**config.mk**
```make
export PLATFORM = sky130hd
export DESIGN_NAME = trig_event_detect
export DESIGN_NICKNAME = d
export VERILOG_FILES = /design/src/rtl/trig_pkg.sv /design/src/rtl/trig_edge_sync.sv /design/src/rtl/trig_ctrl.sv /design/src/rtl/trig_datapath.sv /design/src/rtl/trig_event_detect.sv
export SDC_FILE = /design/constraint.sdc
export NUM_CORES = 1
export LEC_CHECK = 0
export CORE_UTILIZATION = 35
export CTS_CLUSTER_DIAMETER = 60
export DETAILED_ROUTE_END_ITERATION = 6
export GPL_TIMING_DRIVEN = 1
export PLACE_DENSITY = 0.77
export SKIP_CTS_REPAIR_TIMING = 1
export SLEW_MARGIN = 25
export SYNTH_ARGS = -nofsm -noshare
export SYNTH_HDL_FRONTEND = slang
export SYNTH_SLANG_ARGS = --single-unit
```
**constraint.sdc**
```tcl
create_clock -name clk -period 1.6 [get_ports clk]
set_clock_uncertainty 0.05 [all_clocks]
set_input_delay 0.32 -clock clk [delete_from_list [all_inputs] [get_ports clk]]
set_output_delay 0.32 -clock clk [all_outputs]
set_load 0.05 [all_outputs]
```
**src/rtl/trig_pkg.sv**
```systemverilog
package trig_pkg;

  localparam logic [2:0] SRC_SOFT   = 3'd0;
  localparam logic [2:0] SRC_EXT    = 3'd1;
  localparam logic [2:0] SRC_BP     = 3'd2;
  localparam logic [2:0] SRC_STAR   = 3'd3;
  localparam logic [2:0] SRC_SYNC   = 3'd4;
  localparam logic [2:0] SRC_LEVEL  = 3'd5;

  // Strobes from control to datapath; enables already gated by arm.
  typedef struct packed {
    logic swEn;
    logic extEn;
    logic bpEn;
    logic starEn;
    logic syncEn;
    logic levelEn;
    logic fallEdge;
    logic slopeNeg;
  } trig_ctl_t;

endpackage

```
**src/rtl/trig_edge_sync.sv**
```systemverilog
module trig_edge_sync #(
  parameter int WIDTH  = 4,
  parameter int STAGES = 2
) (
  input  logic             clk,
  input  logic             rstN,
  input  logic [WIDTH-1:0] asyncIn,
  input  logic [WIDTH-1:0] polFall,
  output logic [WIDTH-1:0] edgeOut
);

  // pipe[STAGES-1] is the synchronized level, pipe[STAGES] its history.
  logic [WIDTH-1:0] pipe [STAGES+1];

  always_ff @(posedge clk or negedge rstN) begin
    if (!rstN) begin
      for (int i = 0; i <= STAGES; i++) pipe[i] <= '0;
    end else begin
      pipe[0] <= asyncIn;
      for (int i = 1; i <= STAGES; i++) pipe[i] <= pipe[i-1];
    end
  end

  always_comb begin
    edgeOut = (pipe[STAGES-1] & ~pipe[STAGES] & ~polFall) |
              (~pipe[STAGES-1] & pipe[STAGES] & polFall);
  end

endmodule

```
**src/rtl/trig_ctrl.sv**
```systemverilog
module trig_ctrl
  import trig_pkg::*;
(
  input  logic      armEn,
  input  logic [2:0] srcSel,
  input  logic      edgeFall,
  input  logic      slopeNeg,
  output trig_ctl_t ctl
);

  always_comb begin
    ctl          = '0;
    ctl.fallEdge = edgeFall;
    ctl.slopeNeg = slopeNeg;
    if (armEn) begin
      unique case (srcSel)
        SRC_SOFT:  ctl.swEn    = 1'b1;
        SRC_EXT:   ctl.extEn   = 1'b1;
        SRC_BP:    ctl.bpEn    = 1'b1;
        SRC_STAR:  ctl.starEn  = 1'b1;
        SRC_SYNC:  ctl.syncEn  = 1'b1;
        SRC_LEVEL: ctl.levelEn = 1'b1;
        default:   ;
      endcase
    end
  end

endmodule

```
**src/rtl/trig_datapath.sv**
```systemverilog
module trig_datapath
  import trig_pkg::*;
#(
  parameter int CHANNELS = 4,
  parameter int SAMPLE_W = 16,
  parameter int LEVEL_W  = 8,
  parameter int BP_LINES = 8,
  parameter int SYNC_STAGES = 2,
  localparam int CHAN_W = $clog2(CHANNELS),
  localparam int BP_W   = $clog2(BP_LINES)
) (
  input  logic                         clk,
  input  logic                         rstN,
  input  trig_ctl_t                    ctl,
  input  logic [BP_W-1:0]              bpSel,
  input  logic [CHAN_W-1:0]            anaChan,
  input  logic [LEVEL_W-1:0]           levelCode,
  input  logic                         swStrobe,
  input  logic                         extPin,
  input  logic [BP_LINES-1:0]          bpLines,
  input  logic                         starPin,
  input  logic                         syncPin,
  input  logic                         sampleValid,
  input  logic [CHANNELS*SAMPLE_W-1:0] sampleData,
  output logic                         trigOut
);

  localparam int NUM_ASYNC = BP_LINES + 3;
  localparam int IDX_EXT   = BP_LINES;
  localparam int IDX_STAR  = BP_LINES + 1;
  localparam int IDX_SYNC  = BP_LINES + 2;

  // Digital sources: synchronize and pick edges of the chosen polarity.
  logic [NUM_ASYNC-1:0] asyncVec, polVec, edgeVec;

  always_comb begin
    asyncVec = {syncPin, starPin, extPin, bpLines};
    polVec   = {NUM_ASYNC{ctl.fallEdge}};
    polVec[IDX_SYNC] = 1'b0;  // sync bus is rising-edge only
  end

  trig_edge_sync #(.WIDTH(NUM_ASYNC), .STAGES(SYNC_STAGES)) u_sync (
    .clk     (clk),
    .rstN    (rstN),
    .asyncIn (asyncVec),
    .polFall (polVec),
    .edgeOut (edgeVec)
  );

  logic [BP_LINES-1:0] bpEdge;
  assign bpEdge = edgeVec[BP_LINES-1:0];

  // Software strobe: synchronous, rising-edge qualified.
  logic swPrev;
  logic swHit;
  assign swHit = swStrobe & ~swPrev;

  // Level trigger: unpack channels, compare against level in the top byte.
  logic [SAMPLE_W-1:0] chanWord [CHANNELS];
  for (genvar c = 0; c < CHANNELS; c++) begin : g_chan
    assign chanWord[c] = sampleData[c*SAMPLE_W +: SAMPLE_W];
  end

  logic [SAMPLE_W-1:0] threshWord;
  logic                curAbove, prevAbove, primed, levelHit;

  assign threshWord = {levelCode, {(SAMPLE_W-LEVEL_W){1'b0}}};
  assign curAbove   = chanWord[anaChan] >= threshWord;
  assign levelHit   = sampleValid & primed &
                      (ctl.slopeNeg ? (prevAbove & ~curAbove)
                                    : (~prevAbove & curAbove));

  logic hitNow;
  assign hitNow = (ctl.swEn    & swHit)              |
                  (ctl.extEn   & edgeVec[IDX_EXT])   |
                  (ctl.bpEn    & bpEdge[bpSel])      |
                  (ctl.starEn  & edgeVec[IDX_STAR])  |
                  (ctl.syncEn  & edgeVec[IDX_SYNC])  |
                  (ctl.levelEn & levelHit);

  always_ff @(posedge clk or negedge rstN) begin
    if (!rstN) begin
      swPrev    <= 1'b0;
      prevAbove <= 1'b0;
      primed    <= 1'b0;
      trigOut   <= 1'b0;
    end else begin
      swPrev  <= swStrobe;
      trigOut <= hitNow;
      if (sampleValid) begin
        prevAbove <= curAbove;
        primed    <= 1'b1;
      end
    end
  end

endmodule

```
**src/rtl/trig_event_detect.sv**
```systemverilog
module trig_event_detect
  import trig_pkg::*;
#(
  parameter int CHANNELS = 4,
  parameter int SAMPLE_W = 16,
  parameter int LEVEL_W  = 8,
  parameter int BP_LINES = 8,
  localparam int CHAN_W = $clog2(CHANNELS),
  localparam int BP_W   = $clog2(BP_LINES)
) (
  input  logic                         clk,
  input  logic                         rstN,
  input  logic                         armEn,
  input  logic [2:0]                   srcSel,
  input  logic                         edgeFall,
  input  logic [BP_W-1:0]              bpSel,
  input  logic                         slopeNeg,
  input  logic [CHAN_W-1:0]            anaChan,
  input  logic [LEVEL_W-1:0]           levelCode,
  input  logic                         swStrobe,
  input  logic                         extPin,
  input  logic [BP_LINES-1:0]          bpLines,
  input  logic                         starPin,
  input  logic                         syncPin,
  input  logic                         sampleValid,
  input  logic [CHANNELS*SAMPLE_W-1:0] sampleData,
  output logic                         trigOut
);

  trig_ctl_t ctl;

  trig_ctrl u_ctrl (
    .armEn    (armEn),
    .srcSel   (srcSel),
    .edgeFall (edgeFall),
    .slopeNeg (slopeNeg),
    .ctl      (ctl)
  );

  trig_datapath #(
    .CHANNELS (CHANNELS),
    .SAMPLE_W (SAMPLE_W),
    .LEVEL_W  (LEVEL_W),
    .BP_LINES (BP_LINES)
  ) u_dp (
    .clk         (clk),
    .rstN        (rstN),
    .ctl         (ctl),
    .bpSel       (bpSel),
    .anaChan     (anaChan),
    .levelCode   (levelCode),
    .swStrobe    (swStrobe),
    .extPin      (extPin),
    .bpLines     (bpLines),
    .starPin     (starPin),
    .syncPin     (syncPin),
    .sampleValid (sampleValid),
    .sampleData  (sampleData),
    .trigOut     (trigOut)
  );

endmodule

```
==> results of run 1 <==
==> final cells by class <==
cell class                 instances  area (um2)
fill                             355        1510
timing repair buffer             118        1260
sequential                        37         926
multi-input combinational         90         892
clock buffer                       7        86.3
tap                               67        83.8
inverter                          16        60.1
==> worst max-delay path by stage <==
stage / startpoint / endpoint / slack (ns) / cells past startpoint
finish: sampleData[61] / u_dp.trigOut$_DFF_PN0_ / -0.74 / 8
CTS: anaChan[0] / u_dp.trigOut$_DFF_PN0_ / -1.01 / 10
global placement: anaChan[0] / u_dp.trigOut$_DFF_PN0_ / -1.27 / 10
global route: sampleData[61] / u_dp.trigOut$_DFF_PN0_ / -0.80 / 8
detailed placement: anaChan[0] / u_dp.trigOut$_DFF_PN0_ / -1.30 / 10
floorplan: anaChan[0] / u_dp.trigOut$_DFF_PN0_ / -0.66 / 9
==> state kept, by name, summed over array words and instances, names as in the netlist <==
| signal | count |
|---|---|
| u_dp.prevAbove | 1 |
| u_dp.primed | 1 |
| u_dp.u_sync.pipe | 33 |
| u_dp.swPrev | 1 |
| u_dp.trigOut | 1 |
==> power groups by stage <==
stage               registers, uW  logic [uW]  clock network, uW
floorplan                    1030         179                  0
global placement             1020         507                  0
detailed placement           1030         513                  0
CTS                          1010         517                640
global route                 1020         641                692
finish                       1010         604                617
==> logic make-up after synthesis <==
| family | after synthesis | synth area share (%) |
|---|---|---|
| compound gates | 27 | 12.6 |
| flops | 37 | 51.9 |
| buf+inv | 20 | 5.33 |
| fa+ha+maj | 8 | 5.61 |
| simple gates | 47 | 14.5 |
| mux | 8 | 10.1 |
==> placed cells by master, fill, tap and decap left out, types with 3 or more instances in the layout <==
cell / synthesis / final
nor3b_1: 5 / 5
nand3_1: 3 / 3
nand2_1: 9 / 9
buf_12: 0 / 5
dlymetal6s2s_1: 0 / 17
ha_4: 0 / 8
buf_4: 0 / 14
nor4_1: 7 / 7
clkbuf_8: 0 / 6
o311ai_0: 3 / 3
nor2_1: 10 / 9
inv_1: 16 / 15
dfrtp_1: 37 / 37
mux4_2: 8 / 8
o211ai_1: 3 / 3
nand4_1: 3 / 3
clkdlybuf4s50_1: 0 / 79
==> per-layer routing <==
layer | track usage [%] | part of all wire, %
met1 | 23.7 | 40
met2 | 27.6 | 54
met3 | 4.39 | 4.4
met4 | 5.77 | 1.4
met5 | 0 | 0
==> metrics by stage <==
stage,hold slack (ns),cell area (um2)
2_1_floorplan,-0.0256,1820
3_3_place_gp,0.281,2990
3_5_place_dp,0.285,2990
4_1_cts,0.295,3070
5_1_grt,0.304,3310
6_report,0.298,3310
==> results.cfg, run 1 <==
[pwr]
ir_drop_mv = 0.915
totalPowerFinal_uw = 2230
p_leak_uw = 0.00147
internal_power_uw = 1720
power.density_nw_per_um2 = 675
p_comb_share_pct = 27.1
switching_share_pct = 22.8
seqPwrFrac_pct = 45.3
clkPwrFrac_pct = 27.6
p_switching_uw = 509

[worst_setup_path]
r2r_setup_slack_ns = -0.09
path_class = input pin to flop
critical_path.endpoint_type = flop
cp.required_ns = 1.75
critPathBufInv = 1
critPathLaunchType = input pin
critPathMaxFanout = 2
crit_chain = clkdlybuf4s50_1 > mux4_2 > ha_4 > nand3_1 > nand2_1 > a211o_1 > or3_1 > o211ai_1
arrival_ns = 2.48
critical_path.slowest_cell = mux4_2
crit-reg2reg-launch = u_dp.u_sync.pipe[14]$_DFF_PN0_
rr_worst_depth = 5
timing.rr.end = u_dp.trigOut$_DFF_PN0_
worst_path_largest_cell_delay_ns = 0.53
critPathTopFamily = simple AND/OR/NAND/NOR gates

[min_path]
hold_path.class = flop to flop
whs_path_depth = 0
worstHoldStart = u_dp.u_sync.pipe[26]$_DFF_PN0_
holdPathEnd = u_dp.u_sync.pipe[15]$_DFF_PN0_

[sta]
rsz0062_at_grt = yes
worstMarginPinSlew_ns = 0.374
maxSlewViolCount = 0
finalCriticalPeriod_ns = 2.34
setup_viol = 2
slew_headroom_pct = 74.8
hold_violations = 0
layout_setup_ws_ns = -0.736
setup_tns_ns = -1.32
timing.fmax_mhz = 428
fin_crit_sh_pct = 146

[drt]
drt_pass1_iterations = 4
via_per_inst = 4.84
drt-initial-drc-count = 37
routed_wl_mm = 5.44
ant_nets = 0
dr_total_vias = 1623
drcViolationCount = 0
wl_per_cell_um = 16.2

[place]
dp_slack_ns = -1.30
globalplace.congestion = 0.792
hpwl_mm = 3.84
place_inst = 322
port_buffers = 98

[run]
drv_cap = 0

[floorplanning]
die_x_um = 73.4
die_height_um = 73.4
die_area_um2 = 5390
start_util_pct = 37.0
ios = 99
core_area_um2 = 4820
rows = 25

[synthesis]
ys_types = 40
yosysTopAreaCellShare_pct = 51.9
synth-main-ff-cell = dfrtp_1
yosys_warnings = 0
synth_area_leaders = dfrtp_1 (52%), mux4_2 (10%), ha_1 (5.6%)
synthTopCellsByCount = dfrtp_1 (37), inv_1 (16), nor2_1 (10)
syn_inst = 147
async_flop_share_pct = 100
post_synth.cell_area_avg_um2 = 12.1
ys_seq_area_share_pct = 51.9
synth_edf_count = 0
synth_seq_cells = 37
yosysMostFrequentCell = dfrtp_1
synth_area_um2 = 1780
synth_area_leader_cell = dfrtp_1
syn_nets = 253

[cts]
htree_levels = 2
worstSkewPairLatency_ns = 0.28
cts.sink_count = 37
cts_tree = yes
cts.reportedPaths.clkPinSlew_ns = 0.06
cts_root_buf = clkbuf_8
cts_buffer_depth = 2
cts_made_buffers = 5

[outcome]
violations = setup timing
status = finished with violations

[grt]
antenna_found_initial = 0
grt_max_degree = 38
grtUsageTotal_pct = 17.5
grt.overflow.total = 0
grt_pass1_vias = 1462
grt_pass1_wl_mm = 6.94

[finish]
fin_nets = 374
fin_util_pct = 68.7
n_antenna_cell = 0
drive_gt1_share_pct = 20.1
fin_cells = 335
syn2layout_area_growth_pct = 85.4
Note: power is estimated with default switching activity, not from simulation.
==> run 2: changes to the inputs <==
- ABC_CLOCK_PERIOD_IN_PS: default -> 1600
- GPL_TIMING_DRIVEN: 1 -> default
==> results of run 2 <==
Final layout, timing and power as in run 1 (identical DEF).
